--- config.mk ---
export PLATFORM = sky130hd
export DESIGN_NAME = dwell_staircase
export DESIGN_NICKNAME = d
export VERILOG_FILES = /design/src/rtl/staircase_pkg.sv /design/src/rtl/dwell_timer.sv /design/src/rtl/level_stepper.sv /design/src/rtl/dwell_staircase.sv
export SDC_FILE = /design/constraint.sdc
export NUM_CORES = 1
export LEC_CHECK = 0
export BUFFER_PORTS_ARGS = -buffer_cell sky130_fd_sc_hd__clkbuf_2
export CAP_MARGIN = 20
export CORE_ASPECT_RATIO = 1.5
export CORE_MARGIN = 2
export CORE_UTILIZATION = 27
export DETAILED_ROUTE_END_ITERATION = 10
export GPL_ROUTABILITY_DRIVEN = 1
export GPL_TIMING_DRIVEN = 0
export PLACE_DENSITY = 0.4
export SYNTH_ARGS = -nofsm -noshare
export SYNTH_HDL_FRONTEND = slang
export SYNTH_HIERARCHICAL = 1
export SYNTH_SLANG_ARGS = --single-unit
--- constraint.sdc ---
create_clock -name clk -period 2.6 [get_ports clk]
set_input_delay 0.39 -clock clk [delete_from_list [all_inputs] [get_ports clk]]
set_output_delay 0.39 -clock clk [all_outputs]
set_load 0.03 [all_outputs]
--- src/rtl/staircase_pkg.sv ---
package staircase_pkg;
  // Threshold for value 0: dwell counts 0..2, giving three samples.
  localparam int unsigned FIRST_LIMIT = 2;
  // Extra samples added to each successive hold.
  localparam int unsigned DWELL_GROWTH = 2;
endpackage

--- src/rtl/dwell_timer.sv ---
module dwell_timer #(
  parameter int unsigned LIM_W = 5
) (
  input  logic clk,
  input  logic rst,
  input  logic hold_i,
  output logic step_o
);
  import staircase_pkg::*;

  logic [LIM_W-1:0] dwell_q = '0;
  logic [LIM_W-1:0] limit_q = LIM_W'(FIRST_LIMIT);

  assign step_o = !hold_i && (dwell_q == limit_q);

  always_ff @(posedge clk) begin
    if (rst) begin
      dwell_q <= '0;
      limit_q <= LIM_W'(FIRST_LIMIT);
    end else if (hold_i) begin
      dwell_q <= dwell_q;
      limit_q <= limit_q;
    end else if (step_o) begin
      dwell_q <= '0;
      limit_q <= limit_q + LIM_W'(DWELL_GROWTH);
    end else begin
      dwell_q <= dwell_q + 1'b1;
    end
  end
endmodule

--- src/rtl/level_stepper.sv ---
module level_stepper #(
  parameter int unsigned LEVEL_W = 3
) (
  input  logic               clk,
  input  logic               rst,
  input  logic               step_i,
  output logic [LEVEL_W-1:0] level_o,
  output logic               at_max_o
);
  localparam logic [LEVEL_W-1:0] TOP = '1;

  logic [LEVEL_W-1:0] level_q = '0;

  assign level_o  = level_q;
  assign at_max_o = (level_q == TOP);

  always_ff @(posedge clk) begin
    if (rst)
      level_q <= '0;
    else if (step_i && !at_max_o)
      level_q <= level_q + 1'b1;
  end
endmodule

--- src/rtl/dwell_staircase.sv ---
module dwell_staircase #(
  parameter int unsigned LEVEL_W = 3
) (
  input  logic               clk,
  input  logic               rst,
  output logic [LEVEL_W-1:0] level
);
  // Largest threshold is 2*(2^W-1)+2 = 2^(W+1), which needs W+2 bits.
  localparam int unsigned LIM_W = LEVEL_W + 2;

  logic step;
  logic at_max;

  dwell_timer #(.LIM_W(LIM_W)) u_timer (
    .clk    (clk),
    .rst    (rst),
    .hold_i (at_max),
    .step_o (step)
  );

  level_stepper #(.LEVEL_W(LEVEL_W)) u_stepper (
    .clk      (clk),
    .rst      (rst),
    .step_i   (step),
    .level_o  (level),
    .at_max_o (at_max)
  );
endmodule

**After elaboration in Yosys (flattened, before gate mapping)**

Index checks and enable logic that the tools add are counted.

- Register bits after elaboration: 13
- Latch bits: 0
- RAM bits: 0
- Bits in read-only memories: 0
- Memories kept: 0

- Add/sub/neg operators: 3
- Multipliers: 0
- Divide/modulo/power cells: 0
- Magnitude comparators: 0
- Equality and inequality tests: 2
- Shift operators: 0
- Multiplexer cells: 1
- Bitwise gates (word level): 1
- Reduce and logical (&&, ||, !) cells: 4

Operators by type and width:

| cell | count |
|---|---|
| adder 5 x 1 -> 5 bit, second input constant | 1 |
| adder 5 x 2 -> 5 bit, second input constant | 1 |
| equality test 5 bit | 1 |
| two-way mux 5 bit | 1 |
| adder 3 x 1 -> 3 bit, second input constant | 1 |
| equality test 3 bit, second input constant | 1 |
| logical AND 1 bit | 2 |
| AND reduction 2 bit | 1 |
| logical NOT 1 bit | 1 |
| NOT 1 bit | 1 |

**Longest topological paths before layout**

Gate-level depths: netlist (run 1).

- Word-level depth: 4
- Gate-level depth with buffers: 7

**By module**

The synthesis (run 1) kept the hierarchy.

By module, submodules not included:

| module | instances | cells each | area each (µm²) | sequential area each (µm²) |
|---|---|---|---|---|
| dwell_timer | 1 | 51 | 450.4 | 180.2 |
| level_stepper | 1 | 15 | 168.9 | 60.1 |

**Worst setup path before layout (run 1)**

Ideal clock, no wire load.

- Path type: register to register
- From: reg u_stepper.level_q[0] (netlist: u_stepper/level_o[0])
- To: reg u_stepper.level_q[0] (netlist: u_stepper/level_o[0])
- Setup time: 0.121 ns
- Arrival time: 2.272 ns
- Data required time: 2.479 ns
- Slack: 0.207 ns
- Stages on the path, launching flop included: 8
- Clock period less this slack: 2.393 ns
- Path through: dfxtp_1 -> ha_1 -> ha_1 -> or3_1 -> buf_2 -> nor2_1 -> nor2b_4 -> mux2_4

- Longest elaborated chain between the ends: 4
- Elaborated cells between the ends (all ways): 5
- Those cells by class: add/sub (1); eq/ne (1); reduce/logical (3)

Ends and longest elaborated chain:

| what | RTL line | RTL |
|---|---|---|
| start, declared | level_stepper.sv:12 | `logic [LEVEL_W-1:0] level_q = '0;` |
| start signal, assigned | level_stepper.sv:21 | `level_q <= level_q + 1'b1;` |
| equality test 3 bit | level_stepper.sv:15 | `assign at_max_o = (level_q == TOP);` |
| via at_max | dwell_staircase.sv:12 | `logic at_max;` |
| logical NOT 1 bit | dwell_timer.sv:14 | `assign step_o = !hold_i && (dwell_q == limit_q);` |
| logical AND 1 bit | dwell_timer.sv:14 |  |
| via step | dwell_staircase.sv:11 | `logic step;` |
| logical AND 1 bit | level_stepper.sv:20 | `else if (step_i && !at_max_o)` |

The timed path passes the listed nets, and every way through them passes these cells.
A chain may end at the register's enable or synchronous reset.

**Worst setup path after layout (run 1)**

Ends and elaborated chain as after synthesis.

==> results of run 1 <==
[synthesized netlist by cell type (all sizes together), types with 3 or more instances]
master	count
or3	3
ha	4
dfxtp	12
nor2b	4
nand3	4
xor2	3
a21oi	3
o21ai	4
xnor2	4
nor3	4
[worst max-delay path: cells and delay by family (launching register included)]
family	cells	cell delay (ps)
buffers and inverters	1	170
adder cells (fa/ha/maj)	2	520
multiplexers	1	300
AND/OR/NAND/NOR	3	940
flip-flops	1	350
[repair_timing]
| item | CTS | global route |
|---|---|---|
| gates resized for setup | 1 | 0 |
| endpoints found under the setup margin | 1 | 0 |
| hold buffers | 0 | 0 |
[flip-flops by register name (all words and copies together), names as in the netlist]
register	count
u_timer/dwell_q	5
u_stepper/level_o	3
u_timer/limit_q	4
[final cells by class]
cell class              instances  area (µm²)
plain buffers                   2       8.758
clock buffers                   4       36.28
fillers                       240        1500
inverters                       2       7.507
multi-input cells              50       365.4
flip-flops and latches         12       240.2
well taps                      23       28.78
repair buffers                  4       20.02
[metal layers]
metal  vias up  track usage  part of all wire
met5         -            0                 0
met4         0      0.07955             0.017
met3         2      0.02601             0.038
met2         8       0.1567              0.48
met1       208       0.1172              0.46
li1        256            -                 -
[how the worst max path moves through the flow]
stage,start,end,slack (ps)
floorplan,u_stepper/level_o[0],u_stepper/level_o[0],210
global placement,u_stepper/level_o[0],u_stepper/level_o[0],2
detailed placement,u_stepper/level_o[0],u_stepper/level_o[0],-3
CTS,u_stepper/level_o[0],u_stepper/level_o[0],180
global route,u_stepper/level_o[0],u_stepper/level_o[0],90
finish,u_stepper/level_o[0],u_stepper/level_o[0],210
[stage by stage]
stage,power [mW],setup WS (ps),instance area [µm²],hold slack [ps],instances
final,0.6833,211.6,706.9,474.3,97
after floorplan,0.4750,206.5,619.3,464.3,66
after global routing,0.7506,86.51,706.9,502.5,97
after CTS,0.6984,177.8,706.9,468.3,97
after global placement,0.5376,1.908,668.1,469.8,93
after detailed placement,0.5377,-3.439,668.1,479.4,93
[power by group through the flow]
stage	Sequential (mW)	Combinational, mW	Clock [mW]
CTS	0.268	0.273	0.158
floorplan	0.279	0.196	0
finish	0.267	0.267	0.149
global placement	0.273	0.265	0
global route	0.277	0.303	0.171
detailed placement	0.272	0.265	0
[logic make-up (layout without fill, tap and decap cells)]
group / Yosys count / count (layout) / share of synthesized area
muxes: 1 / 1 / 0.02424
AOI/OAI and AO/OA: 11 / 11 / 0.1010
adders and majority gates: 4 / 4 / 0.08081
buffers and inverters: 4 / 12 / 0.02625
and+or+nand+nor: 27 / 27 / 0.2808
xor gates and xnor gates: 7 / 7 / 0.09899
DFF: 12 / 12 / 0.3879
==> results.toml, run 1 <==
[outcome]
status = "finished, final reports clean"

[clock_tree]
ctsLongestPathBuffers = 2
cts_max_level = 1
clock-root-buffer = "clkbuf_4"
cts_tree = "yes"
post-cts-setup-buffers = 0
cts.clk_slew.worst_paths_ps = 80
cts_buffers = 3
clkSinkCount = 12
clock_latency_ps = 270

[critical_path]
cp_slowest_cell = "or3_1"
crit_top_cell = "ha_1"
rrSetupSlack_ps = 210
ff2ff_path_depth = 7
cp_data_required_time_ps = 2770
worstSetupPathType = "reg -> reg"
end_kind = "flop"
path_max_fanout = 10
critPathArrivalTime_ps = 2560
cp_cell_sequence = "ha_1 > ha_1 > or3_1 > buf_2 > nor2_2 > nor2b_4 > mux2_4"
cp_slowest_stage_delay_ps = 390
r2r_end = "u_stepper/level_o[0]"
rr_startpoint = "u_stepper/level_o[0]"
start_kind = "flop"

[hold_path]
hold-path-endpoint = "u_stepper/level_o[1]"
hold_path.class = "in -> reg"
min_from = "rst"
whs_path_depth = 3

[global_routing]
antenna_found_initial = 0
overflow = 0
grt_pass1_vias = 447
grt_pass1_wl_um = 2028
grt_max_degree = 11
grtUsageTotal = 0.1026

[sta]
period_needed_ps = 2388
final.period_utilization = 0.9186
relSlewSlack = 0.6938
max_freq_mhz = 418.7
rsz0062_at_grt = "no"
setup_viol = 0
worst_pin_slew_ps = 459.3
hold_viol = 0
slew_violations = 0
tns_ps = 0
fin_skew_ps = 6.765

[placement]
hpwl_um = 817.7
portBuffers = 4
gp_congestion = 0.6317

[final_layout]
layout_commonest_cell = "dfxtp_1"
fin_util = 0.3203
syn2layout_area_growth_pct = 14.14
fin_nets = 81
drive_above_1_share = 0.1757
diodes = 0

[logic_synthesis]
synth_ff_type = "dfxtp_1"
synth_edf_count = 0
syn_nets = 72
ys_seq_area_frac = 0.3879
avgSynthCellArea_um2 = 9.384
syn_inst = 66
yosysUniqueCellTypes = 25
synth.cell_area_um2 = 619.3
ys_seq_elements = 12
synth_top_area_frac = 0.3879
synth_top_area_cell = "dfxtp_1"
synth_area_leaders = "dfxtp_1 39%, ha_1 8.1%, xnor2_1 5.7%"
synth-async-reset-ratio = 0
yosys_warnings = 6

[route]
vias = 474
routed_wl_um = 1134
wire_per_inst_um = 11.69
drtIter0Drc = 8
drtAntennaViolNets = 0
drt_pass1_iterations = 4
routed_via_density = 4.887
drc = 0

[power]
internal_power_mw = 0.4285
p_leak_nw = 0.2785
ir_worst_vdd_v = 0.0004460
seqPwrFrac = 0.391
p_sw_mw = 0.2549
p_comb_frac = 0.390
power_frac_clock = 0.219
switching_share = 0.3730
p_per_area_nw_per_um2 = 966.6

[die]
initial_core_util = 0.2806
rows = 21
die_w_um = 43.11
core-area_um2 = 2207
die_y_um = 62.66
ios = 5
fp.dieArea_um2 = 2701

[run]
cap_violations = 0
Note: power is estimated with default switching activity, not from simulation.
==> run 2, diff against run 1 <==
--- a/config.mk
+++ b/config.mk
@@ -7,7 +7,7 @@
 export LEC_CHECK = 0
+export ABC_AREA = 1
 export BUFFER_PORTS_ARGS = -buffer_cell sky130_fd_sc_hd__clkbuf_2
 export CAP_MARGIN = 20
-export CORE_ASPECT_RATIO = 1.5
 export CORE_MARGIN = 2
-export CORE_UTILIZATION = 27
+export CORE_UTILIZATION = 42
 export DETAILED_ROUTE_END_ITERATION = 10
@@ -15,3 +15,3 @@
 export GPL_TIMING_DRIVEN = 0
-export PLACE_DENSITY = 0.4
+export PLACE_DENSITY = 0.57
 export SYNTH_ARGS = -nofsm -noshare
--- a/constraint.sdc
+++ b/constraint.sdc
@@ -3,2 +3,2 @@
 set_output_delay 0.39 -clock clk [all_outputs]
-set_load 0.03 [all_outputs]
+set_load 0.005 [all_outputs]
==> results.toml, run 2 <==
[placement]
portBuffers = 4
gp_congestion = 0.7728
pre_cts_ws_ps = 729.6
hpwl_um = 948

[global_routing]
grt_use_met3 = 0.02449
grt_pass1_vias = 543
antenna_found_initial = 0
use_met1 = 0.2000
grt_pass1_wl_um = 2214
grt_busiest_layer = "met2"
grt_max_degree = 11
use_met2 = 0.2377
overflow = 0
grtUsageTotal = 0.1538

[die]
die_w_um = 44.59
die_y_um = 44.59
core-area_um2 = 1524
rows = 14
fp.dieArea_um2 = 1988
ios = 5
initial_core_util = 0.4540

[final_layout]
regArea_um2 = 240.2
drive_above_1_share = 0.1636
regMostFlops = "u_timer/dwell_q"
multi_input_area_um2 = 375.4
fillers = 172
fin_util = 0.5041
most-common-layout-cells = "23 x nand2_1, 17 x inv_1, 15 x nor2_1"
syn2layout_area_growth_pct = 11.03
diodes = 0
layout_commonest_cell = "nand2_1"
fin_nets = 117
largest_reg_flops = 5

[critical_path]
end_kind = "flop"
r2r_end = "u_stepper/level_o[0]"
worstSetupPathType = "reg -> reg"
ff2ff_path_depth = 11
rr_startpoint = "u_stepper/level_o[0]"
path_max_fanout = 10
critPathArrivalTime_ps = 2090
rrSetupSlack_ps = 730
cp_data_required_time_ps = 2810
start_kind = "flop"

[clock_tree]
cts_tree = "yes"
post-cts-setup-buffers = 0
ctsLongestPathBuffers = 2
clock-root-buffer = "clkbuf_4"
clock_latency_ps = 270
clkSinkCount = 12
cts_buffers = 3
cts-hold-fix-buffers = 0
cts_max_level = 1
cts.clk_slew.worst_paths_ps = 80
cts_resized = 0

[hold_path]
min_from = "rst"
whs_path_depth = 2
hold-path-endpoint = "u_timer/limit_q[3]"
hold_path.class = "in -> reg"

[power]
p_per_area_nw_per_um2 = 988.1
total_power_mw = 0.7591
p_leak_nw = 0.3754
ir_worst_vdd_v = 0.0005010

[route]
drc = 0
vias = 602
drtIter0Drc = 17
drtAntennaViolNets = 0
routed_wl_um = 1270
routed_via_density = 4.778
wire_per_inst_um = 10.08
drt_pass1_iterations = 4

[sta]
worst_pin_slew_ps = 370.6
final.period_utilization = 0.7202
tns_ps = 0
layout_setup_ws_ps = 727.4
period_needed_ps = 1873
hold_viol = 0
relSlewSlack = 0.7512
setup_viol = 0
hold_ws_ps = 369.8
fin_skew_ps = 7.723
rsz0062_at_grt = "no"
max_freq_mhz = 534.0
slew_violations = 0

[logic_synthesis]
synth_area_leaders = "dfxtp_1 35%, nand2_1 12%, inv_1 9.2%"
yosys_warnings = 6
syn_nets = 108
synthMostInstantiatedCell = "nand2_1"
synth-async-reset-ratio = 0
synth_top_area_frac = 0.3472
synth_ff_type = "dfxtp_1"
syn_inst = 102
synth.cells.most_frequent = "23 x nand2_1, 17 x inv_1, 15 x nor2_1"
yosysUniqueCellTypes = 18
ys_seq_elements = 12
synth_top_area_cell = "dfxtp_1"
ys_seq_area_frac = 0.3472
synth.cell_area_um2 = 691.9
avgSynthCellArea_um2 = 6.783
synth_edf_count = 0

[run]
cap_violations = 0

[outcome]
status = "finished, final reports clean"
==> run 2: worst max path at each step <==
stage	slack, ps	to	startpoint
global placement	710	u_stepper/level_o[0]	u_stepper/level_o[0]
CTS	710	u_stepper/level_o[0]	u_stepper/level_o[0]
detailed placement	730	u_stepper/level_o[2]	u_stepper/level_o[0]
global route	550	u_stepper/level_o[1]	u_stepper/level_o[0]
floorplan	930	u_stepper/level_o[0]	u_stepper/level_o[0]
finish	730	u_stepper/level_o[0]	u_stepper/level_o[0]
==> run 2: final cells by class <==
class,count,area share
clock buffer,4,0.04723
inverter,20,0.09935
multi-input combinational,70,0.4886
sequential,12,0.3127
tap,16,0.02606
timing repair buffer,4,0.02606
==> run 2: report_power, final <==
group          internal [mW]  switching, mW
Clock                 0.0850         0.0624
Combinational          0.129          0.196
Sequential             0.232         0.0547
==> run 2: per-layer routing <==
layer,share of wire,up-vias
li1,-,333
met1,0.50,262
met2,0.46,5
met3,0.028,2
met4,0.0079,0
met5,0,-
==> run 2: metrics by stage <==
step	cell area [µm²]	cells
finish	768.2	126
global route	768.2	126
CTS	768.2	126
detailed placement	732.0	122
global placement	732.0	122
floorplan	691.9	102
==> run 2: cells by family after synthesis <==
kind of cell,synth area share
xor+xnor,0.02532
flops,0.3472
simple gates,0.3870
fa+ha+maj,0.07234
compound gates,0.05785
buf+inv,0.1103
==> run 2: worst max-delay path, cell delays in order (launching register included) <==
cell and delay [ps]:
dfxtp_1 340, ha_1 200, ha_1 280, nor2_1 140
nand2_1 90, nor2_4 150, nand3_4 150, clkinv_2 140
inv_2 40, nor2_2 120, nor2_1 50, nor2_1 90
